<file path="config.mk">
export PLATFORM = sky130hd
export DESIGN_NAME = spiMemCmdSlave
export DESIGN_NICKNAME = d
export VERILOG_FILES = /design/src/rtl/spiMemCmdPkg.sv /design/src/rtl/spiFrontEnd.sv /design/src/rtl/spiDatapath.sv /design/src/rtl/spiCtrl.sv /design/src/rtl/spiMemCmdSlave.sv
export SDC_FILE = /design/constraint.sdc
export NUM_CORES = 1
export LEC_CHECK = 0
export BUFFER_PORTS_ARGS = -buffer_cell sky130_fd_sc_hd__buf_2
export CORE_ASPECT_RATIO = 0.75
export CORE_MARGIN = 2
export CORE_UTILIZATION = 58
export CTS_BUF_LIST = sky130_fd_sc_hd__clkbuf_16
export CTS_CLUSTER_DIAMETER = 80
export DETAILED_ROUTE_END_ITERATION = 10
export PLACE_DENSITY_LB_ADDON = 0.08
export SETUP_SLACK_MARGIN = 0.05
export SYNTH_ARGS = -nofsm -noshare
export SYNTH_HDL_FRONTEND = slang
export SYNTH_HIERARCHICAL = 1
export SYNTH_SLANG_ARGS = --single-unit
</file>
<file path="constraint.sdc">
create_clock -name clk -period 6.3 [get_ports clk]
set_input_delay 0.945 -clock clk [delete_from_list [all_inputs] [get_ports clk]]
set_output_delay 0.945 -clock clk [all_outputs]
set_load 0.05 [all_outputs]
</file>
<file path="src/rtl/spiMemCmdPkg.sv">
package spiMemCmdPkg;

  localparam logic [7:0] OP_WREN  = 8'h06;
  localparam logic [7:0] OP_WRDI  = 8'h04;
  localparam logic [7:0] OP_RDSR  = 8'h05;
  localparam logic [7:0] OP_WRSR  = 8'h01;
  localparam logic [7:0] OP_READ  = 8'h03;
  localparam logic [7:0] OP_WRITE = 8'h02;

  typedef enum logic [2:0] {
    S_OPC, S_ADDRH, S_ADDRL, S_WDATA, S_RDATA, S_STAT, S_WRSR, S_SKIP
  } cmdState_e;

  // strobes from control to datapath
  typedef struct packed {
    logic capHi;   // latch upper address byte
    logic capLo;   // latch lower address byte, load address counter
    logic wrAdv;   // step address inside page
    logic txRead;  // reply with array data
    logic txStat;  // reply with status byte
  } dpCtl_t;

endpackage

</file>
<file path="src/rtl/spiFrontEnd.sv">
module spiFrontEnd #(
  parameter int SYNC_STAGES = 2
) (
  input  logic clk,
  input  logic rstN,
  input  logic sck,
  input  logic csN,
  input  logic si,
  input  logic holdN,
  output logic sckRise,
  output logic sckFall,
  output logic csFall,
  output logic csRise,
  output logic sel,
  output logic holdActive,
  output logic siBit
);
  localparam int TOP = SYNC_STAGES - 1;

  logic [TOP:0] sckSync, csSync, siSync, holdSync;
  logic sckPrev, csPrev;
  logic sckS, csS, holdS;

  always_ff @(posedge clk or negedge rstN) begin
    if (!rstN) begin
      sckSync    <= '0;
      csSync     <= '1;
      siSync     <= '0;
      holdSync   <= '1;
      sckPrev    <= 1'b0;
      csPrev     <= 1'b1;
      holdActive <= 1'b0;
    end else begin
      sckSync  <= {sckSync[TOP-1:0], sck};
      csSync   <= {csSync[TOP-1:0], csN};
      siSync   <= {siSync[TOP-1:0], si};
      holdSync <= {holdSync[TOP-1:0], holdN};
      sckPrev  <= sckS;
      csPrev   <= csS;
      // pause state may only change while the serial clock is low
      if (!sckS) holdActive <= ~holdS;
    end
  end

  assign sckS    = sckSync[TOP];
  assign csS     = csSync[TOP];
  assign holdS   = holdSync[TOP];
  assign siBit   = siSync[TOP];
  assign sel     = ~csS;
  assign sckRise = sckS & ~sckPrev & sel & ~holdActive;
  assign sckFall = ~sckS & sckPrev & sel & ~holdActive;
  assign csFall  = csPrev & ~csS;
  assign csRise  = ~csPrev & csS;

endmodule

</file>
<file path="src/rtl/spiDatapath.sv">
module spiDatapath
  import spiMemCmdPkg::*;
#(
  parameter int ADDR_BITS  = 11,
  parameter int PAGE_BYTES = 32
) (
  input  logic                 clk,
  input  logic                 rstN,
  input  logic                 sckRise,
  input  logic                 sckFall,
  input  logic                 csFall,
  input  logic                 csRise,
  input  logic                 sel,
  input  logic                 holdActive,
  input  logic                 siBit,
  input  dpCtl_t               ctl,
  input  logic [7:0]           rdData,
  input  logic [7:0]           statusIn,
  output logic                 byteDone,
  output logic [7:0]           rxByte,
  output logic [ADDR_BITS-1:0] curAddr,
  output logic                 so,
  output logic                 soEn
);
  localparam int PAGE_BITS = $clog2(PAGE_BYTES);

  logic [2:0] bitCnt;
  logic [7:0] rxShift, txShift, addrHi, txByte;
  logic       txActive;
  logic       byteStart;

  assign byteStart = sckFall && (bitCnt == 3'd0) && (ctl.txRead || ctl.txStat);
  assign txByte    = ctl.txRead ? rdData : statusIn;

  always_ff @(posedge clk or negedge rstN) begin
    if (!rstN) begin
      bitCnt   <= '0;
      rxShift  <= '0;
      txShift  <= '0;
      addrHi   <= '0;
      curAddr  <= '0;
      byteDone <= 1'b0;
      txActive <= 1'b0;
      so       <= 1'b0;
    end else if (csFall || csRise) begin
      bitCnt   <= '0;
      byteDone <= 1'b0;
      txActive <= 1'b0;
    end else begin
      byteDone <= sckRise && (bitCnt == 3'd7);
      if (sckRise) begin
        rxShift <= {rxShift[6:0], siBit};
        bitCnt  <= bitCnt + 3'd1;
      end
      if (ctl.capHi) addrHi <= rxShift;
      if (ctl.capLo)
        curAddr <= ADDR_BITS'({addrHi, rxShift});
      else if (ctl.wrAdv)
        curAddr <= {curAddr[ADDR_BITS-1:PAGE_BITS],
                    curAddr[PAGE_BITS-1:0] + PAGE_BITS'(1)};
      else if (byteStart && ctl.txRead)
        curAddr <= curAddr + ADDR_BITS'(1);
      if (byteStart) begin
        so       <= txByte[7];
        txShift  <= {txByte[6:0], 1'b0};
        txActive <= 1'b1;
      end else if (sckFall && txActive) begin
        so      <= txShift[7];
        txShift <= {txShift[6:0], 1'b0};
      end
    end
  end

  assign rxByte = rxShift;
  assign soEn   = txActive & sel & ~holdActive;

endmodule

</file>
<file path="src/rtl/spiCtrl.sv">
module spiCtrl
  import spiMemCmdPkg::*;
(
  input  logic       clk,
  input  logic       rstN,
  input  logic       csFall,
  input  logic       csRise,
  input  logic       byteDone,
  input  logic [7:0] rxByte,
  input  logic       busy,
  output dpCtl_t     ctl,
  output logic       wrStb,
  output logic       wrsrStb,
  output logic       wrenStb,
  output logic       wrdiStb,
  output logic       wrCommit
);
  cmdState_e state;
  logic      isRead, gotData, opcOk;

  always_ff @(posedge clk or negedge rstN) begin
    if (!rstN) begin
      state   <= S_OPC;
      isRead  <= 1'b0;
      gotData <= 1'b0;
    end else if (csFall || csRise) begin
      state   <= S_OPC;
      gotData <= 1'b0;
    end else if (byteDone) begin
      case (state)
        S_OPC: begin
          if (busy && rxByte != OP_RDSR) state <= S_SKIP;
          else begin
            case (rxByte)
              OP_RDSR:  state <= S_STAT;
              OP_WRSR:  state <= S_WRSR;
              OP_READ:  begin state <= S_ADDRH; isRead <= 1'b1; end
              OP_WRITE: begin state <= S_ADDRH; isRead <= 1'b0; end
              default:  state <= S_SKIP;
            endcase
          end
        end
        S_ADDRH: state <= S_ADDRL;
        S_ADDRL: state <= isRead ? S_RDATA : S_WDATA;
        S_WDATA: gotData <= 1'b1;
        S_WRSR:  state <= S_SKIP;
        default: state <= state;
      endcase
    end
  end

  assign opcOk      = byteDone && (state == S_OPC) && !busy;
  assign wrenStb    = opcOk && (rxByte == OP_WREN);
  assign wrdiStb    = opcOk && (rxByte == OP_WRDI);
  assign wrsrStb    = byteDone && (state == S_WRSR);
  assign wrStb      = byteDone && (state == S_WDATA);
  assign wrCommit   = csRise && gotData;

  assign ctl.capHi  = byteDone && (state == S_ADDRH);
  assign ctl.capLo  = byteDone && (state == S_ADDRL);
  assign ctl.wrAdv  = wrStb;
  assign ctl.txRead = (state == S_RDATA);
  assign ctl.txStat = (state == S_STAT);

endmodule

</file>
<file path="src/rtl/spiMemCmdSlave.sv">
module spiMemCmdSlave
  import spiMemCmdPkg::*;
#(
  parameter int ADDR_BITS   = 11,
  parameter int PAGE_BYTES  = 32,
  parameter int SYNC_STAGES = 2
) (
  input  logic                 clk,
  input  logic                 rstN,
  input  logic                 sck,
  input  logic                 csN,
  input  logic                 si,
  input  logic                 holdN,
  output logic                 so,
  output logic                 soEn,
  input  logic                 busy,
  input  logic [7:0]           statusIn,
  output logic [ADDR_BITS-1:0] rdAddr,
  input  logic [7:0]           rdData,
  output logic                 wrStb,
  output logic [ADDR_BITS-1:0] wrAddr,
  output logic [7:0]           wrData,
  output logic                 wrsrStb,
  output logic                 wrenStb,
  output logic                 wrdiStb,
  output logic                 wrCommit
);
  logic sckRise, sckFall, csFall, csRise, sel, holdActive, siBit;
  logic byteDone;
  logic [7:0] rxByte;
  logic [ADDR_BITS-1:0] curAddr;
  dpCtl_t ctl;

  spiFrontEnd #(.SYNC_STAGES(SYNC_STAGES)) u_fe (
    .clk(clk), .rstN(rstN), .sck(sck), .csN(csN), .si(si), .holdN(holdN),
    .sckRise(sckRise), .sckFall(sckFall), .csFall(csFall), .csRise(csRise),
    .sel(sel), .holdActive(holdActive), .siBit(siBit)
  );

  spiDatapath #(.ADDR_BITS(ADDR_BITS), .PAGE_BYTES(PAGE_BYTES)) u_dp (
    .clk(clk), .rstN(rstN), .sckRise(sckRise), .sckFall(sckFall),
    .csFall(csFall), .csRise(csRise), .sel(sel), .holdActive(holdActive),
    .siBit(siBit), .ctl(ctl), .rdData(rdData), .statusIn(statusIn),
    .byteDone(byteDone), .rxByte(rxByte), .curAddr(curAddr),
    .so(so), .soEn(soEn)
  );

  spiCtrl u_ctrl (
    .clk(clk), .rstN(rstN), .csFall(csFall), .csRise(csRise),
    .byteDone(byteDone), .rxByte(rxByte), .busy(busy), .ctl(ctl),
    .wrStb(wrStb), .wrsrStb(wrsrStb), .wrenStb(wrenStb),
    .wrdiStb(wrdiStb), .wrCommit(wrCommit)
  );

  assign rdAddr = curAddr;
  assign wrAddr = curAddr;
  assign wrData = rxByte;

endmodule

</file>
==> results of run 1 <==
[worst max-delay path: cells and delay by family (launching register included)]
kind	cells	cell delay (ns)
flip-flops	1	0.47
multiplexers	1	0.41
AND/OR/NAND/NOR	3	1.49
AO/OA/AOI/OAI	2	0.52
[kinds of logic after synthesis]
group                      Yosys count
xor gates and xnor gates             1
buffers and inverters               27
AOI/OAI and AO/OA                   39
adders and majority gates            4
DFF                                 51
and+or+nand+nor                     94
muxes                               40
[power groups by stage]
stage	combinational, uW	sequential, uW	clock [uW]
after floorplan	32.9	392	0
after global placement	90.9	374	0
after detailed placement	91.7	374	0
after CTS	91.9	368	268
after global routing	98.1	371	284
final	92.0	368	260
[metal layers]
| metal | up-vias | part of all wire |
|---|---|---|
| met5 | - | 0 |
| met1 | 996 | 0.50 |
| li1 | 1019 | - |
| met4 | 0 | 0.0049 |
| met3 | 4 | 0.066 |
| met2 | 71 | 0.43 |
[registers in the layout, summed over array words and instances, names as in the netlist, 2 cells and up]
signal,count
u_dp/txShift,7
u_fe/sckSync,2
u_dp/rxByte,8
u_dp/bitCnt,3
u_fe/holdSync,2
u_fe/siSync,2
u_dp/curAddr,11
u_ctrl/state,3
u_dp/addrHi,3
u_fe/csSync,2
[stage by stage]
| step | util | setup WS [ns] |
|---|---|---|
| after detailed placement | 0.663 | 3.30 |
| after floorplan | - | 2.90 |
| after global placement | 0.663 | 3.39 |
| after global routing | 0.696 | 2.98 |
| final | 0.696 | 3.29 |
| after CTS | 0.696 | 3.28 |
[cells in the mapped netlist (3+ instances only)]
| master | instances | area, sq um |
|---|---|---|
| or3_1 | 3 | 18.8 |
| dfrtp_1 | 46 | 1150 |
| o21ai_0 | 3 | 15.0 |
| nor3_1 | 12 | 60.1 |
| mux2_2 | 8 | 90.1 |
| nand3_1 | 8 | 40.0 |
| nand2b_1 | 4 | 25.0 |
| nor2_1 | 18 | 67.6 |
| and2_1 | 3 | 18.8 |
| nor2b_1 | 4 | 25.0 |
| mux2_1 | 17 | 191 |
| dfstp_2 | 5 | 131 |
| nand2_1 | 14 | 52.6 |
| buf_4 | 12 | 90.1 |
| and3_1 | 4 | 25.0 |
| a221o_1 | 3 | 30.0 |
| o21ai_1 | 10 | 50.1 |
| nand4_1 | 4 | 25.0 |
| mux2i_1 | 14 | 140 |
| inv_1 | 9 | 33.8 |
| ha_1 | 4 | 50.1 |
| clkbuf_1 | 4 | 15.0 |
| a21oi_1 | 8 | 40.0 |
[path summary, 6_finish.rpt]
kind	from	end	slack, ns	cells past startpoint
setup / recovery	u_ctrl/state[1]	u_dp/txShift[3]	3.29	6
hold / removal	u_fe/sckSync[0]	u_fe/sckSync[1]	0.35	0
setup reg to reg	u_ctrl/state[1]	u_dp/txShift[3]	3.29	6
hold reg to reg	u_fe/sckSync[0]	u_fe/sckSync[1]	0.35	0
max in group asynchronous	rstN	u_fe/sckPrev	5.12	2
min in group asynchronous	rstN	u_dp/txShift[6]	0.75	2
[cell type report]
| type | count | area (sq um) | share of cell area |
|---|---|---|---|
| tap | 57 | 71.3 | 0.0228 |
| multi-input combinational | 178 | 1290 | 0.413 |
| clock buffer | 5 | 125 | 0.0400 |
| sequential | 51 | 1280 | 0.410 |
| inverter | 9 | 33.8 | 0.0108 |
| timing repair buffer | 60 | 303 | 0.0968 |
| clock inverter | 3 | 21.3 | 0.00680 |
==> summary.txt, run 1 <==
Layout
  – Diode count: 0
  – Post-route cell area: 3130 sq um
  – Proportion of layout cells with a drive suffix above 1: 0.294
  – Most frequent cells in the layout: buf_2, dfrtp_1, nor2_1, mux2_1
  – Post-Layout Cell Count: 363
  – Final nets: 332
  – Most common cell after layout, fill and taps aside: buf_2
  – Area growth syn-to-layout: 14.9%
  – Fillers: 364

Power
  – Net Sw Frac: 0.278
  – PwrDens: 230 nW/um^2
  – Part of the power in registers: 0.512
  – Internal Power: 519 uW
  – Clk pwr share: 0.361
  – Sw power: between 200 and 250 uW
  – Worst vdd ir: 0.266 mV
  – Leak: 0.00152 uW
  – Final Power: 720 uW
  – Logic pwr share: 0.128

Worst setup path
  – CP max stage cell: nor2b_1
  – Worst Path Required: approximately 6.5 ns
  – Max incr delay on CP: approximately 0.74 ns
  – Critical Path, Cell by Cell: nor2b_1, nor2b_1, o211ai_1, nor2_2, o211ai_2, mux2_1
  – Crit path DAT: 3.17 ns
  – CP max FO: 11
  – Crit path kind: register to register
  – Crit path top cell by count: nor2b_1
  – CP startpoint kind: register
  – Critical Path End Type: register

Global routing
  – Largest net degree at the start of global routing: between 50 and 60
  – All-Layer GR Usage: 0.222
  – Grt ovf: 0
  – GR peak layer: met2
  – GR Util met1: 0.331
  – Met2 Resource Use GR: 0.334
  – Global-route wire length before repair: 9.41 mm
  – Met3 Resource Use GR: 0.0603
  – Initial antenna violation count: 0
  – Vias in the first global route: 1904

STA
  – Final Hold Viols: 0
  – Pins Over Slew Limit: 0
  – Layout Skew: 0.00460 ns
  – RSZ-0062 raised after global routing: false
  – Tcrit/Tclk final: 0.477
  – Max-slew headroom: 0.293
  – WHS: 0.348 ns
  – Fmax achieved: 333 MHz
  – Crit path time final: ~3.0 ns
  – Final setup viols: 0
  – Setup TNS: 0 ns
  – Worst-Margin Slew: between 1 and 1.5 ns

Synthesis
  – EDFF count, synth: 0
  – Syn Std Cell Area: 2720 sq um
  – Mapped Nets: 283
  – Largest family of logic cells by synthesized area: simple AND/OR/NAND/NOR gates
  – Xor-xnor portion of the synthesized cell area: 0.00322
  – Synthesized flop and latch total: 51
  – Synth Area in Adders: 0.0184
  – Seq/Total Area, Yosys: 0.471
  – Post-synthesis simple-gate area fraction: 0.196
  – Synth Area in Compound Gates: 0.0961
  – Post-synthesis cell count: 256
  – Synthesized area per cell: 10.6 sq um
  – Ys Warns: 6
  – Mux cell area share after synthesis: 0.160
  – Asr flop ratio synth: 1.00
  – Post-synth cell types: 52
  – Main synth FF type: dfrtp_1

Clock network
  – Clock buffer depth: 2
  – CTS Hold Bufs: 0
  – Clk root buf: clkbuf_16
  – TritonCTS clock tree: built
  – Post-CTS setup buffers: 0
  – H-tree lvl count: 2
  – Total clock buffers created by CTS: 5
  – Sink Count: 51
  – PostCTS Resize Cnt: 0
  – Worst-Skew Late Latency: 0.28 ns
  – Worst-path clk slew: about 0.060 ns

Floorplanning
  – Die height: 63.3 microns
  – Initial Util: 0.606
  – Placement row count: 21
  – I/O pin total: 60
  – Die Wd: a little over 80 microns
  – Full die area: 5260 sq um
  – Area of the core: 4490 sq um

Routing
  – DRC errors left: 0
  – Via count: 2090
  – Routed WL: 5.55 mm
  – Vias per Instance: between 5 and 6
  – ANT nets after route: 0
  – First-pass DRT Iterations: 6
  – Wire per inst: 15.3 microns
  – Initial DRC Count: between 150 and 200

Placement
  – I/O Buffers: between 50 and 60
  – DP HPWL: roughly 4.1 mm
  – Post-DP Area: about 3000 sq um
  – Gpl congestion: 0.854
  – Placed Instances: about 360

Min path
  – Hold Path Class: register to register

Job
  – Max-Cap Viols: 0

Outcome
  – Outcome: finished clean
Note: power is estimated with default switching activity, not from simulation.
==> run 2: changes to the inputs <==
--- a/config.mk
+++ b/config.mk
@@ -8,7 +8,7 @@
 export BUFFER_PORTS_ARGS = -buffer_cell sky130_fd_sc_hd__buf_2
 export CORE_ASPECT_RATIO = 0.75
 export CORE_MARGIN = 2
-export CORE_UTILIZATION = 58
+export CORE_UTILIZATION = 54
 export CTS_BUF_LIST = sky130_fd_sc_hd__clkbuf_16
 export CTS_CLUSTER_DIAMETER = 80
 export DETAILED_ROUTE_END_ITERATION = 10
==> constraint.sdc (replaced) <==
create_clock -name clk -period 2.9 [get_ports clk]
set_input_delay 0.435 -clock clk [delete_from_list [all_inputs] [get_ports clk]]
set_output_delay 0.435 -clock clk [all_outputs]
set_load 0.05 [all_outputs]
==> summary.txt, run 2 (synthesis results as in run 1) <==
Clock network
  – H-tree lvl count: 2 (unchanged)
  – Clk root buf: clkbuf_16
  – PostCTS Resize Cnt: 0 (unchanged)
  – TritonCTS clock tree: built
  – Post-CTS setup buffers: 0 (unchanged)
  – Total clock buffers created by CTS: 5 (unchanged)
  – Clock buffer depth: 2 (unchanged)
  – Worst-path clk slew: 0.07 ns (about the same)
  – CTS Hold Bufs: 0 (unchanged)
  – Sink Count: 51 (unchanged)
  – Worst-Skew Late Latency: 0.29 ns (about the same)

Worst setup path
  – Worst r2r src: u_ctrl/state[1]
  – Critical Path End Type: register
  – Reg2Reg Setup Slack: 0.50 ns (-2.80 ns)
  – CP max FO: 10 (-1)
  – Worst Path Required: 3.07 ns (-3.39 ns)
  – CP startpoint kind: register
  – CP max stage cell: dfrtp_1
  – Worst R2R Path Depth: 7 (+1)
  – Reg2reg end: u_dp/txShift[2]
  – Max incr delay on CP: 0.48 ns (-0.26 ns)
  – Crit path top cell by count: nor2b_1
  – Crit path kind: register to register
  – Critical Path, Cell by Cell: nor2b_1, nor2b_1, buf_4, o211ai_1, nor2_2, o211ai_2, mux2_1
  – Crit path DAT: 2.58 ns (-0.59 ns)

Floorplanning
  – Area of the core: 4870 sq um (+8.4%)
  – Die Wd: 86.0 microns (+3.5%)
  – Initial Util: 0.559 (-0.0471)
  – Die height: 65.5 microns (+3.4%)
  – Full die area: 5630 sq um (+7.0%)
  – Placement row count: 22 (+4.8%)
  – I/O pin total: 60 (unchanged)

STA
  – Fmax achieved: 416 MHz (+25%)
  – RSZ-0062 raised after global routing: false
  – Final Hold Viols: 0 (unchanged)
  – Setup TNS: 0 ns (unchanged)
  – Max-slew headroom: 0.574 (+0.281)
  – Worst-Margin Slew: 0.639 ns (-0.418 ns)
  – Layout Skew: 0.00580 ns (+0.00120 ns)
  – Crit path time final: 2.40 ns (-0.602 ns)
  – Pins Over Slew Limit: 0 (unchanged)
  – Setup ws final: 0.495 ns (-2.80 ns)
  – Final setup viols: 0 (unchanged)
  – Tcrit/Tclk final: 0.829 (+0.352)

Layout
  – Final nets: 338 (+1.8%)
  – Fillers: 383 (+5.2%)
  – Area growth syn-to-layout: 16.7%
  – Register area: 1280 sq um (unchanged)
  – Most common cell after layout, fill and taps aside: buf_2
  – Most frequent cells in the layout: buf_2, dfrtp_1, nor2_1, mux2_1
  – Proportion of layout cells with a drive suffix above 1: 0.311 (+0.0168)
  – Max reg flops: 11 (unchanged)
  – Largest Register: u_dp/curAddr
  – Area of the multi-input gates: 1290 sq um (unchanged)
  – Diode count: 0 (unchanged)

Power
  – Part of the power in registers: 0.499 (-0.013)
  – Logic pwr share: 0.128 (about the same)
  – Sw power: 459 uW (+130%)
  – Worst vdd ir: 0.429 mV (+61%)
  – Internal Power: 1140 uW (+120%)
  – Net Sw Frac: 0.288 (+0.00945)
  – Clk pwr share: 0.373 (+0.012)
  – PwrDens: 502 nW/um^2 (+120%)
  – Leak: 0.00155 uW (+2.1%)

Global routing
  – Global-route wire length before repair: 9.52 mm (+1.2%)
  – Grt ovf: 0 (unchanged)
  – Vias in the first global route: 1855 (-2.6%)
  – Largest net degree at the start of global routing: 52 (unchanged)
  – All-Layer GR Usage: 0.221 (-0.00135)
  – Initial antenna violation count: 0 (unchanged)

Routing
  – Vias per Instance: 5.82 (+1.1%)
  – Met1 WL: 2.91 mm (+5.2%)
  – DRC errors left: 0 (unchanged)
  – Routed WL: 5.87 mm (+5.6%)
  – Initial DRC Count: 183 (+10%)
  – Met2 wire length: 2.52 mm (+5.2%)
  – First-pass DRT Iterations: 8 (+2)
  – Via count: 2166 (+3.6%)
  – Met3 wire length: 402 microns (+9.8%)
  – Top sig layer: met4
  – Wire per inst: 15.8 microns (+3.1%)
  – ANT nets after route: 0 (unchanged)

Min path
  – Min-delay src: csN
  – WHS Endpoint: u_fe/csSync[0]
  – Hold Path Class: primary input to register
  – Hold Crit Depth: 1 (+1)

Job
  – Max-Cap Viols: 0 (unchanged)

Placement
  – Gpl congestion: 0.895 (+4.9%)
  – DP HPWL: 4.19 mm (+2.3%)
  – I/O Buffers: 59 (unchanged)
  – DP Worst Slack: 0.535 ns (-2.76 ns)

Outcome
  – Outcome: finished clean
## run 2: cell types whose count changed in the layout (fill, tap and decap cells not counted), sizes merged
cell    delta
buf        +6
clkinv     -1
inv        +1
## run 2: worst max-delay path by stage
stage	cells after the start	startpoint	slack (ns)	to
2_1_floorplan	3	u_dp/rxByte[5]	0.008	wrdiStb
3_3_place_gp	7	u_ctrl/state[1]	0.64	u_dp/txShift[2]
3_5_place_dp	7	u_ctrl/state[1]	0.54	u_dp/txShift[2]
4_1_cts	4	u_dp/rxByte[5]	0.48	wrdiStb
5_1_grt	7	u_ctrl/state[1]	0.29	u_dp/txShift[2]
6_report	7	u_ctrl/state[1]	0.50	u_dp/txShift[2]
## run 2: worst max-delay path, delay by kind of cell (launching register included)
kind                   cells  cell delay [ns]
muxes                      1             0.40
DFF                        1             0.48
and+or+nand+nor            3             0.79
AOI/OAI and AO/OA          2             0.41
buffers and inverters      1             0.21
## run 2: per-layer routing
| metal | vias to the layer above | track usage |
|---|---|---|
| met1 | 1035 | 0.346 |
| met4 | 0 | 0.0417 |
| met3 | 4 | 0.0503 |
| li1 | 1035 | - |
| met2 | 92 | 0.311 |
| met5 | - | 0 |
## run 2: layout make-up
cell class | count | share of cell area
Clock inverter | 3 | 0.00709
Inverter | 9 | 0.0106
Multi-Input combinational cell | 178 | 0.406
Sequential cell | 51 | 0.404
Timing Repair Buffer | 66 | 0.109
Tap cell | 60 | 0.0236
Clock buffer | 5 | 0.0394
## run 2: per-stage QoR
step,power (uW),area (sq um),utilization,std cells,hold WS (ns)
2_1_floorplan,924,2720,-,256,0.139
3_3_place_gp,1010,3030,0.622,364,0.331
3_5_place_dp,1010,3030,0.622,364,0.337
4_1_cts,1610,3180,0.652,372,0.234
5_1_grt,1670,3180,0.652,372,0.227
6_report,1600,3180,0.652,372,0.240
## run 2: power by group through the flow
| stage | clock (uW) | sequential (uW) | combinational, uW |
|---|---|---|---|
| after global routing | 648 | 805 | 221 |
| final | 595 | 796 | 204 |
| after floorplan | 0 | 852 | 71.5 |
| after CTS | 613 | 795 | 205 |
| after detailed placement | 0 | 809 | 204 |
| after global placement | 0 | 808 | 202 |
